`src/rtl/spi_burst_pkg.sv`:
```
package spi_burst_pkg;

  typedef enum logic [2:0] {
    ST_IDLE,
    ST_POP,
    ST_SEND,
    ST_WAIT,
    ST_WEND
  } engState_t;

  // strobes from the sequencer into the shifter
  typedef struct packed {
    logic loadWord;
    logic startByte;
    logic abort;
  } dpCtl_t;

endpackage

```
`src/rtl/spi_burst_dp.sv`:
```
module spi_burst_dp
  import spi_burst_pkg::*;
#(
  parameter int WORD_W   = 32,
  parameter int CLK_HALF = 4
) (
  input  logic              clk,
  input  logic              rstN,
  input  dpCtl_t            dpCtl,
  input  logic [WORD_W-1:0] txData,
  input  logic              miso,
  output logic              sclk,
  output logic              mosi,
  output logic [WORD_W-1:0] rxData,
  output logic              byteDone
);

  localparam int BYTES  = WORD_W / 8;
  localparam int IDX_W  = (BYTES > 1) ? $clog2(BYTES) : 1;
  localparam int DIV_W  = (CLK_HALF > 1) ? $clog2(CLK_HALF) : 1;

  logic [WORD_W-1:0] txWord;
  logic [WORD_W-1:0] rxWord;
  logic [IDX_W-1:0]  byteIdx;
  logic [7:0]        shOut;
  logic [7:0]        shIn;
  logic [2:0]        bitCnt;
  logic [DIV_W-1:0]  divCnt;
  logic              busy;
  logic              tick;

  assign tick   = (divCnt == DIV_W'(CLK_HALF - 1));
  assign mosi   = busy ? shOut[7] : 1'b0;
  assign rxData = rxWord;

  always_ff @(posedge clk or negedge rstN) begin
    if (!rstN) begin
      txWord   <= '0;
      rxWord   <= '0;
      byteIdx  <= '0;
      shOut    <= '0;
      shIn     <= '0;
      bitCnt   <= '0;
      divCnt   <= '0;
      busy     <= 1'b0;
      sclk     <= 1'b0;
      byteDone <= 1'b0;
    end else begin
      byteDone <= 1'b0;
      if (dpCtl.abort) begin
        busy   <= 1'b0;
        sclk   <= 1'b0;
        divCnt <= '0;
      end else begin
        if (dpCtl.loadWord) begin
          txWord  <= txData;
          rxWord  <= '0;
          byteIdx <= '0;
        end
        if (dpCtl.startByte) begin
          shOut  <= txWord[{byteIdx, 3'b000} +: 8];
          busy   <= 1'b1;
          bitCnt <= '0;
          divCnt <= '0;
          sclk   <= 1'b0;
        end else if (busy) begin
          if (tick) begin
            divCnt <= '0;
            sclk   <= ~sclk;
            if (!sclk) begin
              // rising edge: capture input
              shIn <= {shIn[6:0], miso};
            end else if (bitCnt == 3'd7) begin
              // falling edge after the eighth bit
              busy     <= 1'b0;
              byteDone <= 1'b1;
              rxWord[{byteIdx, 3'b000} +: 8] <= shIn;
              byteIdx  <= byteIdx + IDX_W'(1);
            end else begin
              bitCnt <= bitCnt + 3'd1;
              shOut  <= {shOut[6:0], 1'b0};
            end
          end else begin
            divCnt <= divCnt + DIV_W'(1);
          end
        end
      end
    end
  end


  sclk_idle_chk: assert property (@(posedge clk) disable iff (!rstN)
    !busy |-> !sclk)
    else $error("serial clock high while shifter idle");


  mosi_stable_chk: assert property (@(posedge clk) disable iff (!rstN)
    (busy && !dpCtl.abort && $rose(sclk)) |-> $stable(mosi))
    else $error("mosi moved on a rising clock edge");

endmodule

```
`src/rtl/spi_burst_ctrl.sv`:
```
module spi_burst_ctrl
  import spi_burst_pkg::*;
#(
  parameter int WORD_W  = 32,
  parameter int NUM_CS  = 4,
  parameter int BURST_W = 12
) (
  input  logic                      clk,
  input  logic                      rstN,
  input  logic                      enable,
  input  logic [$clog2(NUM_CS)-1:0] chanSel,
  input  logic [NUM_CS-1:0]         chanMaster,
  input  logic [NUM_CS-1:0]         waveCfg,
  input  logic [BURST_W-1:0]        burstField,
  input  logic                      autoStart,
  input  logic                      xchBit,
  input  logic                      txEmpty,
  output logic                      txPop,
  input  logic                      rxFull,
  output logic                      rxPush,
  output logic                      xferDone,
  output logic                      rxOverflow,
  output logic                      xchSet,
  output logic                      xchClr,
  output logic [NUM_CS-1:0]         csN,
  input  logic                      byteDone,
  output dpCtl_t                    dpCtl
);

  localparam int CNT_W = BURST_W + 2;
  localparam int BYTES = WORD_W / 8;
  localparam int BL_W  = $clog2(BYTES) + 1;
  localparam int BIT_W = $clog2(WORD_W) + 2;

  engState_t         state;
  logic [CNT_W-1:0]  remain;
  logic [CNT_W-1:0]  newRem;
  logic [BL_W-1:0]   bytesLeft;
  logic [BL_W-1:0]   wordBytes;
  logic [BIT_W-1:0]  capBits;
  logic [BIT_W-1:0]  roundBits;
  logic              xchPrev;
  logic              xchRise;
  logic              chanIsMaster;
  logic              runOk;
  logic              waveMode;
  logic              remNonPos;
  logic              endBurst;
  logic              emptyReq;

  assign chanIsMaster = chanMaster[chanSel];
  assign runOk        = enable && chanIsMaster;
  assign waveMode     = chanIsMaster && !autoStart && waveCfg[chanSel];
  assign xchRise      = xchBit && !xchPrev;
  assign remNonPos    = remain[CNT_W-1] || (remain == '0);
  assign endBurst     = remNonPos && !waveMode;
  assign emptyReq     = (state == ST_IDLE) && runOk && !autoStart && xchRise && txEmpty;

  // bits for the next word and the byte count they round up to
  always_comb begin
    newRem    = remNonPos ? ({2'b00, burstField} + CNT_W'(1)) : remain;
    capBits   = (newRem > CNT_W'(WORD_W)) ? BIT_W'(WORD_W) : newRem[BIT_W-1:0];
    roundBits = capBits + BIT_W'(7);
    wordBytes = BL_W'(roundBits >> 3);
  end

  // chip select decode
  always_comb begin
    csN = '1;
    if (runOk) csN[chanSel] = 1'b0;
  end

  assign txPop      = (state == ST_POP);
  assign rxPush     = (state == ST_WEND) && !rxFull;
  assign rxOverflow = (state == ST_WEND) && rxFull;
  assign xchSet     = (state == ST_POP) && remNonPos && waveMode;
  assign xferDone   = ((state == ST_WEND) && (endBurst || txEmpty)) || emptyReq;
  assign xchClr     = ((state == ST_WEND) && txEmpty) || emptyReq;

  assign dpCtl.loadWord  = (state == ST_POP);
  assign dpCtl.startByte = (state == ST_SEND);
  assign dpCtl.abort     = !enable;

  always_ff @(posedge clk or negedge rstN) begin
    if (!rstN) begin
      state     <= ST_IDLE;
      remain    <= '0;
      bytesLeft <= '0;
      xchPrev   <= 1'b0;
    end else begin
      xchPrev <= xchBit;
      if (!enable) begin
        state  <= ST_IDLE;
        remain <= '0;
      end else begin
        unique case (state)
          ST_IDLE: begin
            if (runOk && !txEmpty && (autoStart || xchRise)) state <= ST_POP;
          end
          ST_POP: begin
            remain    <= newRem;
            bytesLeft <= wordBytes;
            state     <= ST_SEND;
          end
          ST_SEND: state <= ST_WAIT;
          ST_WAIT: begin
            if (byteDone) begin
              remain <= remain - CNT_W'(8);
              if (bytesLeft > BL_W'(1)) begin
                bytesLeft <= bytesLeft - BL_W'(1);
                state     <= ST_SEND;
              end else begin
                state <= ST_WEND;
              end
            end
          end
          ST_WEND: begin
            if (endBurst || txEmpty) state <= ST_IDLE;
            else                     state <= ST_POP;
          end
          default: state <= ST_IDLE;
        endcase
      end
    end
  end


  pop_nonempty_chk: assert property (@(posedge clk) disable iff (!rstN)
    txPop |-> !txEmpty)
    else $error("pop from empty transmit queue");


  rx_room_chk: assert property (@(posedge clk) disable iff (!rstN)
    rxPush |-> !rxFull)
    else $error("push into full receive queue");


  disable_idle_chk: assert property (@(posedge clk) disable iff (!rstN)
    !enable |=> (state == ST_IDLE))
    else $error("engine active after disable");


  cs_active_chk: assert property (@(posedge clk) disable iff (!rstN)
    (enable && state != ST_IDLE) |-> !csN[chanSel])
    else $error("transfer without its chip select");


  xch_excl_chk: assert property (@(posedge clk) disable iff (!rstN)
    !(xchSet && xchClr))
    else $error("exchange set and clear together");

endmodule

```
`src/rtl/spi_burst_engine.sv`:
```
module spi_burst_engine
  import spi_burst_pkg::*;
#(
  parameter int WORD_W   = 32,
  parameter int NUM_CS   = 4,
  parameter int BURST_W  = 12,
  parameter int CLK_HALF = 4
) (
  input  logic                      clk,
  input  logic                      rstN,
  input  logic                      enable,
  input  logic [$clog2(NUM_CS)-1:0] chanSel,
  input  logic [NUM_CS-1:0]         chanMaster,
  input  logic [NUM_CS-1:0]         waveCfg,
  input  logic [BURST_W-1:0]        burstField,
  input  logic                      autoStart,
  input  logic                      xchBit,
  input  logic                      txEmpty,
  input  logic [WORD_W-1:0]         txData,
  output logic                      txPop,
  input  logic                      rxFull,
  output logic                      rxPush,
  output logic [WORD_W-1:0]         rxData,
  output logic                      xferDone,
  output logic                      rxOverflow,
  output logic                      xchSet,
  output logic                      xchClr,
  output logic                      sclk,
  output logic                      mosi,
  input  logic                      miso,
  output logic [NUM_CS-1:0]         csN
);

  dpCtl_t dpCtl;
  logic   byteDone;

  spi_burst_ctrl #(
    .WORD_W (WORD_W),
    .NUM_CS (NUM_CS),
    .BURST_W(BURST_W)
  ) u_ctrl (
    .clk       (clk),
    .rstN      (rstN),
    .enable    (enable),
    .chanSel   (chanSel),
    .chanMaster(chanMaster),
    .waveCfg   (waveCfg),
    .burstField(burstField),
    .autoStart (autoStart),
    .xchBit    (xchBit),
    .txEmpty   (txEmpty),
    .txPop     (txPop),
    .rxFull    (rxFull),
    .rxPush    (rxPush),
    .xferDone  (xferDone),
    .rxOverflow(rxOverflow),
    .xchSet    (xchSet),
    .xchClr    (xchClr),
    .csN       (csN),
    .byteDone  (byteDone),
    .dpCtl     (dpCtl)
  );

  spi_burst_dp #(
    .WORD_W  (WORD_W),
    .CLK_HALF(CLK_HALF)
  ) u_dp (
    .clk     (clk),
    .rstN    (rstN),
    .dpCtl   (dpCtl),
    .txData  (txData),
    .miso    (miso),
    .sclk    (sclk),
    .mosi    (mosi),
    .rxData  (rxData),
    .byteDone(byteDone)
  );

endmodule

```
`config.mk`:
```
export PLATFORM = sky130hd
export DESIGN_NAME = spi_burst_engine
export DESIGN_NICKNAME = d
export VERILOG_FILES = /design/src/rtl/spi_burst_pkg.sv /design/src/rtl/spi_burst_dp.sv /design/src/rtl/spi_burst_ctrl.sv /design/src/rtl/spi_burst_engine.sv
export SDC_FILE = /design/constraint.sdc
export NUM_CORES = 1
export LEC_CHECK = 0
export BUFFER_PORTS_ARGS = -buffer_cell sky130_fd_sc_hd__buf_2
export CAP_MARGIN = 20
export CORE_MARGIN = 10
export CORE_UTILIZATION = 55
export DETAILED_ROUTE_END_ITERATION = 6
export PLACE_DENSITY = 0.79
export REMOVE_ABC_BUFFERS = 1
export SYNTH_ARGS = -nofsm -noshare
export SYNTH_HDL_FRONTEND = slang
export SYNTH_HIERARCHICAL = 1
export SYNTH_SLANG_ARGS = --single-unit
export TNS_END_PERCENT = 30
```
`constraint.sdc`:
```
create_clock -name clk -period 3.65 [get_ports clk]
set_input_delay 0.365 -clock clk [delete_from_list [all_inputs] [get_ports clk]]
set_output_delay 0.365 -clock clk [all_outputs]
set_load 0.01 [all_outputs]
```
# After elaboration in Yosys (flattened, before gate mapping)
# Index checks and enable logic that the tools add are counted.
[op_classes]
n_addsub = 8
n_mul = 0
n_div = 0
magnitude_cmp = 4
n_eq_ne = 14
shift = 3
n_mux = 66
bitwise_logic = 3
reduce_logical = 41
[ops]
columns = ["op", "count"]
rows = [
  ["32-bit two-way mux", 7],
  ["14-bit two-way mux", 3],
  ["8-bit two-way mux", 5],
  ["3-bit two-way mux", 11],
  ["32-bit bitwise mux", 1],
  ["8-bit by 7-bit variable shift with 32-bit output (first input constant)", 1],
  ["32-bit by 6-bit indexed part select with 8-bit output", 1],
  ["8-bit by 7-bit indexed part select with 32-bit output", 1],
  ["14-bit one-hot mux with 2 select lines", 1],
  ["1-bit two-way mux", 21],
  ["2-bit two-way mux", 10],
  ["1-bit logical AND", 18],
  ["3-bit one-hot mux with 5 select lines", 1],
  ["14-bit by 6-bit > comparator with 1-bit output (second input constant)", 1],
  ["14-bit zero test", 1],
  ["14-bit by 4-bit subtractor with 14-bit output (second input constant)", 1],
  ["12-bit by 1-bit adder with 13-bit output (second input constant)", 1],
  ["5-bit AND reduction", 2],
  ["3-bit by 1-bit != test with 1-bit output (second input constant)", 3],
  ["2-bit AND reduction", 4],
  ["2-bit nonzero test", 4],
  ["5-bit negation with 7-bit output", 1],
  ["6-bit by 3-bit adder with 6-bit output (second input constant)", 1],
  ["3-bit by 2-bit == test with 1-bit output (second input constant)", 2],
  ["other kinds (24)", 37],
]
[totals]
reg_bits = 111
latch_bits = 0
ramBits = 0
romBits = 0
input_bits = 62
out_inout_bits = 44
wordCells = 153
memories = 0

# Depth between registers and ports, before layout
# Gate-level depths: netlist of run 1.
[depth]
depth_word = 10
depth_mapped = 9
ltp_nobuf = 8

# Hierarchy
# Netlist of run 1, hierarchy kept.
[modules_own_cells]
columns = ["module", "n_inst", "cells_per_inst", "area_each_um2", "seq_area_each_um2"]
rows = [
  ["spi_burst_dp", 1, 383, 4147.7, 2252.2],
  ["spi_burst_ctrl", 1, 256, 1938.1, 525.5],
]

# Worst setup path after synthesis of run 1
# No wires, ideal clock.
[synth_path]
kind = "flip-flop to output port"
from = "reg u_ctrl.remain[8]"
to = "out xchSet"
arrival_ps = 2058
required_ps = 3285
path_slack_ps = 1227
stages_incl_launch_ff = 6
path_buffers = 1
path_cell_list = "dfrtp_1 or4_1 buf_2 o41a_1 nor3_2 nor2b_1"
[synth_between]
elab_chain_len = 4
[synth_rtl]
columns = ["element", "line", "text"]
rows = [
  ["start, declared", "spi_burst_ctrl.sv:36", "logic [CNT_W-1:0] remain;"],
  ["start signal, assigned", "spi_burst_ctrl.sv:101", "remain <= newRem;"],
  ["start signal, assigned", "spi_burst_ctrl.sv:108", "remain <= remain - CNT_W'(8);"],
  ["14-bit zero test", "spi_burst_ctrl.sv:55", "assign remNonPos = remain[CNT_W-1] || (remain == '0);"],
  ["1-bit logical OR", "spi_burst_ctrl.sv:55", ""],
  ["1-bit logical AND (2 in a row)", "spi_burst_ctrl.sv:76", "assign xchSet = (state == ST_POP) && remNonPos && waveMode;"],
  ["end, declared", "spi_burst_engine.sv:26", "output logic xchSet,"],
]
# Every way passes these cells.

# Final worst setup path of run 1
# Same ends and word-level chain as after synthesis.

==> summary.md, run 1 <==
| Metric | Value |
|---|---|
| Port Buffers | 105 |
| Core area | 10,800 sq um |
| Pwr Density | 577 nW/um^2 |
| Die Wd | 125 microns |
| CTS tree | built |
| DRT Wirelength | 14,900 microns |
| Worst Tran Pin Value | 960 ps |
| WP data required | 3280 ps |
| Routed len/inst | 17.2 microns |
| Reg-to-Reg Start | u_ctrl/remain[8]$_DFFE_PN0P_ |
| First-pass GRT wire length | 25,300 microns |
| Synth Register Bits | 111 |
| Outcome | finished, violations left |
| Initial DRC Count | 376 |
| Most frequent cells after synthesis | nand2_1, dfrtp_1, mux2i_1 |
| Largest fanout on the critical path | 13 |
| Min Hold Slack | -5.89 ps |
| Routability congestion estimate | 0.943 |
| Main area contributors after synthesis | dfrtp_1, nand2_1, mux2i_1, a22o_1, ha_1 |
| Util after Layout | 63.3% |
| Post_cts resized | 0 |
| Die area | 15,700 sq um |
| Htree depth | 3 |
| Post-CTS Repair Setup Buffers | 0 |
| Post-Place Setup Slack | 842 ps |
| Rows | 38 |
| Cell with the most instances after synthesis | nand2_1 |
| Post-route setup TNS | 0 ps |
| Overflow left after global routing | 0 |
| Fmax | 309 MHz |
| P_leak | 3.43 nW |
| Layout net count | 798 |
| Critical Path AT | 2870 ps |
| Register area share after synthesis | 45.6% |
| Fin crit period | 3230 ps |
| Hold_buf cts | 0 |
| Post-Syn Area per Cell | 9.52 sq um |
| CP Launch Point | u_ctrl/remain[8]$_DFFE_PN0P_ |
| Worst hold path type | in -> async |
| Number of cells on the worst reg-to-reg path | 5 |
| CTS sink cnt | 111 |
| Top FF cell, synth | dfrtp_1 |
| Worst-Skew Late Latency | 380 ps |
| Failing checks | negative hold slack |
| Largest net degree at the start of global routing | 61 |
| Fin. max-slew vios | 0 |
| Setup CP Type | reg -> out |
| Ports | 106 |
| Max cap viols | 0 |
| Syn Inst Count | 639 |
| Post-synth EDFFs | 0 |
| Share of cells above drive strength 1 | 21.9% |
| Fin crit share | 88.6% |
| Num CTS Buffers | 9 |
| Synth cell types | 68 |
| Share of the synthesized area in the top cell type | 45.6% |
| Worst Skew | 16.7 ps |
| Routed Antenna Nets | 0 |
| Antenna cells | 0 |
| Gr usage total | 19.1% |
| Worst Slack Setup Final | 418 ps |
| Startpoint class of the critical path | flip-flop |
| Hpwl dp | 10,900 microns |
| Async S/R FF share, synth | 100% |
| YS warnings | 6 |
| DRT Pass-1 Iters | 5 |
| Initial core utilization | 56.1% |
| Placement Cell Area | 6680 sq um |
| Vias in the first global route | 5,200 |
| Max Root-Sink Buffers | 2 |
| Initial antenna violation count | 0 |
| RSZ-0062 raised after global routing | false |
| Area Overhead vs Synth | 12.7% |
| Final setup vio count | 0 |
| Synthesized area | 6090 sq um |
| Clk slew on worst S/H paths | 110 ps |
| Vias post-DR | 5,028 |
| Die Y | 125 microns |
| Peak supply drop | 0.000453 V |
| Max_slew headroom | 36.0% |
| Final hold violations | 2 |
| Root buf cell | clkbuf_8 |
| Drt via density | 5.79 |
| Final Instance Area | 6860 sq um |
| RR Endpoint | u_ctrl/bytesLeft[1]$_DFFE_PN0P_ |
| DRC | 0 |
| Area leader, netlist | dfrtp_1 |
| FF-to-FF setup slack | 910 ps |
| Worst Setup End Kind | primary output |
==> worst max path at each step <==
stage	to	slack [ps]	depth (start not counted)
3_3_place_gp	xchSet	880	5
5_1_grt	xchSet	250	5
2_1_floorplan	u_dp/rxData[16]$_DFFE_PN0N_	880	5
3_5_place_dp	xchSet	840	5
4_1_cts	xchSet	410	5
6_report	xchSet	420	5
==> power by group <==
group | internal, W | switching [W]
sequential | 0.00151 | 0.000212
combinational | 0.000606 | 0.000935
clock | 0.000257 | 0.000438
==> per-stage QoR <==
stage / power (W) / cells
detailed placement: 0.00326 / 854
CTS: 0.00395 / 869
finish: 0.00396 / 869
global route: 0.00426 / 869
global placement: 0.00320 / 854
floorplan: 0.00282 / 603
==> cells in the final DEF, fill, tap and decap left out, types with 9 or more instances in the layout <==
master | netlist | final
dfrtp_1 | 111 | 111
mux2_2 | 10 | 10
ha_1 | 11 | 11
nor3_1 | 14 | 14
nor2_1 | 31 | 31
clkbuf_8 | 0 | 9
nand3_1 | 15 | 15
nand2_1 | 165 | 165
a22o_1 | 18 | 18
mux2i_1 | 36 | 36
a21oi_1 | 21 | 21
xnor2_1 | 9 | 9
o21ai_0 | 27 | 27
buf_2 | 5 | 104
inv_1 | 13 | 13
==> flip-flops by register name, indices dropped and copies added, names as in the netlist <==
name,cells
u_dp/sclk,1
u_ctrl/remain,14
u_dp/rxData,32
u_dp/byteIdx,2
u_ctrl/bytesLeft,3
u_dp/txWord,32
u_dp/shOut,8
u_dp/divCnt,2
u_dp/busy,1
u_dp/byteDone,1
u_ctrl/state,3
u_dp/bitCnt,3
u_ctrl/xchPrev,1
u_dp/shIn,8
==> logic make-up after synthesis <==
group,Yosys count,share of synthesized area (%)
xor+xnor,17,2.45
flops,111,45.6
mux,49,8.88
simple gates,287,23.0
compound gates,115,14.2
buf+inv,49,3.58
fa+ha+maj,11,2.26
==> final cells by class <==
class | count | area (sq um)
Inverter | 13 | 48.8
Multi-Input combinational cell | 479 | 3100
Fill cell | 911 | 3980
Clock buffer | 9 | 124
Clock inverter | 6 | 51.3
Tap cell | 140 | 175
Timing Repair Buffer | 111 | 586
Sequential cell | 111 | 2780
==> critical path: stages, from the launching register on <==
cell and delay, ps:
dfrtp_1 440, or4_1 680, o41a_1 680, nor3_2 380
nor2b_1 170, buf_2 140
==> metal layers <==
metal / GRT usage, % / vias up / part of all wire (%)
met1: 23.3 / 2431 / 43
met4: 5.56 / 0 / 1.8
li1: - / 2417 / -
met3: 5.49 / 26 / 5.8
met5: 0 / - / 0
met2: 32.2 / 154 / 49
No activity file was read; power rests on OpenSTA's default activity.
==> inputs of run 2 (changes only) <==
--- a/config.mk
+++ b/config.mk
@@ -11,7 +11,6 @@
 export CORE_UTILIZATION = 55
 export DETAILED_ROUTE_END_ITERATION = 6
 export PLACE_DENSITY = 0.79
-export REMOVE_ABC_BUFFERS = 1
 export SYNTH_ARGS = -nofsm -noshare
 export SYNTH_HDL_FRONTEND = slang
 export SYNTH_HIERARCHICAL = 1
==> run 2 against run 1 <==
Cell count grew 0.35%. The flow now finishes without violations. Highest routed layer unchanged. Final area rose by 0.36%. Critical endpoint unchanged. Sequential cell count unchanged.
==> summary.md, run 2 (synthesized netlist as in run 1, its figures left out) <==
| Metric | Value |
|---|---|
| Syn Nets | 712 |
| Clk slew on worst S/H paths | 100 ps (about the same) |
| RSZ-0062 raised after global routing | false |
| Critical Path AT | 2880 ps (about the same) |
| Fmax | 308 MHz (-0.47%) |
| Routed len/inst | 17.1 microns (-0.66%) |
| CTS sink cnt | 111 (unchanged) |
| Max cap viols | 0 (unchanged) |
| Root buf cell | clkbuf_8 |
| Hold_buf cts | 0 (unchanged) |
| Overflow left after global routing | 0 (unchanged) |
| Fin. max-slew vios | 0 (unchanged) |
| Core area | 10,800 sq um (unchanged) |
| Post_cts resized | 0 (unchanged) |
| Worst-Skew Late Latency | 380 ps (about the same) |
| Setup CP Type | reg -> out |
| Min Hold Slack | 72.7 ps (+78.6 ps) |
| Ports | 106 (unchanged) |
| Port Buffers | 105 (unchanged) |
| Power Total | 0.00402 W (+1.7%) |
| Post-route setup TNS | 0 ps (unchanged) |
| First-pass GRT wire length | 25,100 microns (-0.55%) |
| Worst Skew | 14.0 ps (-2.66 ps) |
| Htree depth | 3 (unchanged) |
| Num CTS Buffers | 9 (unchanged) |
| Worst Tran Pin Value | 977 ps (+17.2 ps) |
| Hpwl dp | 11,100 microns (+1.4%) |
| CTS tree | built |
| Layout net count | 800 (+0.25%) |
| Fin crit period | 3250 ps (+15.3 ps) |
| Multi-input logic area | 3090 sq um (about the same) |
| Worst hold path type | in -> async |
| Peak supply drop | 0.000319 V (-30%) |
| Initial antenna violation count | 0 (unchanged) |
| Max_slew headroom | 34.7% (-1.3 points) |
| Startpoint class of the critical path | flip-flop |
| Die area | 15,700 sq um (unchanged) |
| Antenna cells | 0 (unchanged) |
| Gr usage total | 18.8% (-0.36 points) |
| Register cell area after layout | 2780 sq um (unchanged) |
| Final hold violations | 0 (-2) |
| Die Y | 125 microns (unchanged) |
| Die Wd | 125 microns (unchanged) |
| Rows | 38 (unchanged) |
| Area Overhead vs Synth | 13.1% |
| DRT Wirelength | 14,900 microns (-0.31%) |
| Cell Count, Final, Fillers Out | 872 (+0.35%) |
| Vias in the first global route | 5,203 (+0.058%) |
| Routability congestion estimate | 0.891 (-5.5%) |
| Routed Antenna Nets | 0 (unchanged) |
| Share of cells above drive strength 1 | 22.0% (+0.047 points) |
| P_leak | 3.44 nW (+0.27%) |
| Fin crit share | 89.0% (+0.42 points) |
| Vias post-DR | 5,053 (+0.50%) |
| Highest-count cells in the layout ignoring fill and taps | nand2_1, dfrtp_1, buf_2 |
| DRC | 0 (unchanged) |
| WP data required | 3280 ps (about the same) |
| DRT Pass-1 Iters | 5 (unchanged) |
| Max Root-Sink Buffers | 2 (unchanged) |
| Largest fanout on the critical path | 13 (unchanged) |
| Largest net degree at the start of global routing | 67 (+9.8%) |
| Pwr Density | 585 nW/um^2 (+1.3%) |
| Initial DRC Count | 415 (+10%) |
| Post-CTS Repair Setup Buffers | 0 (unchanged) |
| Final setup vio count | 0 (unchanged) |
| Most common cell after layout, fill and taps aside | nand2_1 |
| Fillers | 918 (+0.77%) |
| Initial core utilization | 56.1% (unchanged) |
| Drt via density | 5.79 (+0.15%) |
| Placed insts | 855 (+0.12%) |
| Outcome | finished, final reports clean |
| Worst Setup End Kind | primary output |
## run 2: changes by cell type in the layout (fill, tap and decap cells not counted), sizes merged
cell and delta:
inv -1, clkinvlp +1, clkinv -1, bufinv +1, clkbuf +1, buf +2
## run 2: layer usage
metal | vias to the layer above | GRT usage, % | wire, microns
met4 | 0 | 5.76 | 153
met3 | 14 | 4.18 | 980
li1 | 2418 | - | -
met2 | 187 | 30.3 | 7050
met1 | 2434 | 24.6 | 6720
met5 | - | 0 | 0
## run 2: where the power goes
| part | internal, W | total, W | switching [W] |
|---|---|---|---|
| sequential | 0.00151 | 0.00172 | 0.000213 |
| clock | 0.000329 | 0.000756 | 0.000427 |
| combinational | 0.000607 | 0.00155 | 0.000939 |
## run 2: cell type report
class,count,share of cell area [%]
Multi-Input combinational cell,479,44.9
Sequential cell,111,40.4
Timing Repair Buffer,113,8.51
Tap cell,140,2.54
Clock buffer,10,1.85
Clock inverter,6,1.09
Inverter,13,0.709
## run 2: worst paths after layout
kind	endpoint	depth (start not counted)	slack (ps)	startpoint
worst min register to register	u_dp/txWord[27]$_DFFE_PN0P_	2	480	u_dp/txWord[27]$_DFFE_PN0P_
worst max register to register	u_ctrl/bytesLeft[1]$_DFFE_PN0P_	5	890	u_ctrl/remain[8]$_DFFE_PN0P_
worst max-delay path	xchSet	5	400	u_ctrl/remain[8]$_DFFE_PN0P_
worst min-delay path	u_ctrl/remain[10]$_DFFE_PN0P_	1	70	rstN
min in group clk	u_ctrl/xchPrev$_DFF_PN0_	1	110	xchBit
max in group asynchronous	u_dp/txWord[3]$_DFFE_PN0P_	2	2730	rstN
## run 2: through the flow
| stage | setup slack (ps) | instance area, sq um | util, % |
|---|---|---|---|
| floorplan | 1230 | 6090 | - |
| global placement | 921 | 6680 | 61.6 |
| detailed placement | 851 | 6680 | 61.6 |
| CTS | 409 | 6880 | 63.4 |
| global route | 276 | 6880 | 63.5 |
| finish | 402 | 6880 | 63.5 |
## run 2: worst max-delay path: stages (launching register included)
cell,delay [ps]
dfrtp_1,470
or4_1,680
o41a_1,670
nor3_2,380
nor2b_1,170
buf_2,140
==> inputs of run 3 (changes only) <==
==> constraint.sdc (replaced) <==
create_clock -name clk -period 3.65 [get_ports clk]
set_input_delay 0.365 -clock clk [delete_from_list [all_inputs] [get_ports clk]]
set_output_delay 0.365 -clock clk [all_outputs]
set_load 0.005 [all_outputs]
==> run 3 against run 2 <==
Clock power rose by 6.2%. Wire length increased by 0.53%. Cell count stayed put. Highest routed layer unchanged. Final area is 0.24% higher. Fmax about the same. Via count up 0.24%. Combinational power hardly changed. Critical endpoint unchanged.
==> summary.md, run 3 (synthesized netlist as in run 1, its figures left out) <==
| Metric | Value |
|---|---|
| CP bufs+invs | 1 (unchanged) |
| Peak supply drop | 0.000405 V (+27%) |
| Worst Slack Setup Final | 399 ps (-3.21 ps) |
| Crit-path slowest cell | o41a_1 |
| Fin crit period | 3250 ps (+3.21 ps) |
| Drt via density | 5.81 (+0.24%) |
| Critical path, cell by cell | or4_1 -> o41a_1 -> nor3_2 -> nor2b_1 -> buf_2 |
| Outcome | finished, final reports clean |
| Initial DRC Count | 505 (+22%) |
| WP data required | 3280 ps (about the same) |
| Final hold violations | 0 (unchanged) |
| Root buf cell | clkbuf_8 |
| Htree depth | 3 (unchanged) |
| DRC | 0 (unchanged) |
| Clk slew on worst S/H paths | 110 ps (about the same) |
| Most common cell after layout, fill and taps aside | nand2_1 |
| Vias in the first global route | 5,176 (-0.52%) |
| Critical Path AT | 2890 ps (about the same) |
| Cell Count, Final, Fillers Out | 872 (unchanged) |
| CP max stage delay | 670 ps (about the same) |
| Antenna cells | 0 (unchanged) |
| Largest net degree at the start of global routing | 69 (+3.0%) |
| Gr usage total | 19.3% (+0.51 points) |
| Overflow left after global routing | 0 (unchanged) |
| Post_cts resized | 0 (unchanged) |
| CTS sink cnt | 111 (unchanged) |
| Post-route setup TNS | 0 ps (unchanged) |
| Port Buffers | 105 (unchanged) |
| First-pass GRT wire length | 25,600 microns (+1.6%) |
| Setup CP Type | reg -> out |
| Die area | 15,700 sq um (unchanged) |
| Share of cells above drive strength 1 | 22.1% (+0.14 points) |
| Worst-Skew Late Latency | 400 ps (+20 ps) |
| Max_slew headroom | 37.0% (+2.2 points) |
| Die Wd | 125 microns (unchanged) |
| Routability congestion estimate | 0.894 (+0.33%) |
| Final setup vio count | 0 (unchanged) |
| Largest fanout on the critical path | 13 (unchanged) |
| Fillers | 918 (unchanged) |
| DRT Wirelength | 15,000 microns (+0.53%) |
| Reg-to-Reg Start | u_ctrl/remain[8]$_DFFE_PN0P_ |
| Worst hold path type | in -> async |
| Syn Nets | 712 (unchanged) |
| Placement Cell Area | 6680 sq um (unchanged) |
| Worst Skew | 18.1 ps (+4.14 ps) |
| Final Instance Area | 6900 sq um (+0.24%) |
| Highest-count cells in the layout ignoring fill and taps | nand2_1, dfrtp_1, buf_2 |
| Fin. max-slew vios | 0 (unchanged) |
| Initial core utilization | 56.1% (unchanged) |
| Number of cells on the worst reg-to-reg path | 5 (unchanged) |
| Routed len/inst | 17.2 microns (+0.53%) |
| DRT Pass-1 Iters | 5 (unchanged) |
| Startpoint class of the critical path | flip-flop |
| Max Root-Sink Buffers | 2 (unchanged) |
| Placed insts | 855 (unchanged) |
| Pwr Density | 590 nW/um^2 (+0.92%) |
| Fin crit share | 89.1% (about the same) |
| Die Y | 125 microns (unchanged) |
| Ports | 106 (unchanged) |
| Core area | 10,800 sq um (unchanged) |
| Worst Setup End Kind | primary output |
| Num CTS Buffers | 9 (unchanged) |
| Max cap viols | 0 (unchanged) |
| Rows | 38 (unchanged) |
| CTS tree | built |
| Crit path max-delay family | simple AND/OR/NAND/NOR gates |
| Hold_buf cts | 0 (unchanged) |
| Initial antenna violation count | 0 (unchanged) |
| Post-Place Setup Slack | 848 ps (-3.15 ps) |
| RSZ-0062 raised after global routing | false |
| Post-CTS Repair Setup Buffers | 0 (unchanged) |
| P_leak | 3.45 nW (+0.33%) |
| Layout net count | 800 (unchanged) |
| Area Overhead vs Synth | 13.4% |
| Vias post-DR | 5,065 (+0.24%) |
| Routed Antenna Nets | 0 (unchanged) |
| RR Endpoint | u_ctrl/bytesLeft[1]$_DFFE_PN0P_ |
| Worst Tran Pin Value | 943 ps (-33.7 ps) |
| Fmax | 308 MHz (about the same) |
| FF-to-FF setup slack | 940 ps (+50 ps) |
| Hpwl dp | 11,100 microns (+0.25%) |
[run 3: changes by cell type in the layout (fill, tap and decap cells not counted), sizes merged]
cell      delta
clkinvlp     -1
clkinv       +1
[run 3: how the worst max path moves through the flow]
stage / startpoint / cells past startpoint / to / slack (ps)
after floorplan: u_ctrl/remain[8]$_DFFE_PN0P_ / 5 / xchSet / 1290
after global placement: u_ctrl/remain[8]$_DFFE_PN0P_ / 5 / xchSet / 920
after detailed placement: u_ctrl/remain[8]$_DFFE_PN0P_ / 5 / xchSet / 850
after CTS: u_ctrl/remain[8]$_DFFE_PN0P_ / 5 / xchSet / 390
after global routing: u_ctrl/remain[8]$_DFFE_PN0P_ / 5 / xchSet / 260
final: u_ctrl/remain[8]$_DFFE_PN0P_ / 5 / xchSet / 400
[run 3: final cells by class]
cell class | instances | area (sq um) | share of cell area (%)
Inverter | 13 | 48.8 | 0.707
Timing Repair Buffer | 113 | 586 | 8.49
Tap cell | 140 | 175 | 2.54
Clock inverter | 6 | 81.3 | 1.18
Sequential cell | 111 | 2780 | 40.3
Clock buffer | 10 | 138 | 1.99
Multi-Input combinational cell | 479 | 3090 | 44.8
[run 3: per-layer routing]
layer / vias up / wire [microns] / GRT usage [%]
met3: 17 / 1050 / 4.52
met1: 2466 / 6700 / 25.7
met2: 170 / 7000 / 29.8
met4: 0 / 224 / 7.25
li1: 2412 / - / -
met5: - / 0 / 0
[run 3: per-stage QoR]
stage / hold slack, ps / power (W) / util [%]
after floorplan: 69.4 / 0.00287 / -
after global placement: 457 / 0.00319 / 61.6
after detailed placement: 462 / 0.00327 / 61.6
after CTS: 58.1 / 0.00407 / 63.6
after global routing: 67.2 / 0.00436 / 63.6
final: 69.2 / 0.00407 / 63.6
[run 3: where the power goes]
group	total [W]	leakage (nW)	switching [W]	internal (W)
sequential	0.00172	1.48	0.000210	0.00151
combinational	0.00155	1.86	0.000943	0.000606
clock	0.000803	0.111	0.000453	0.000351
total	0.00407	3.45	0.00161	0.00247
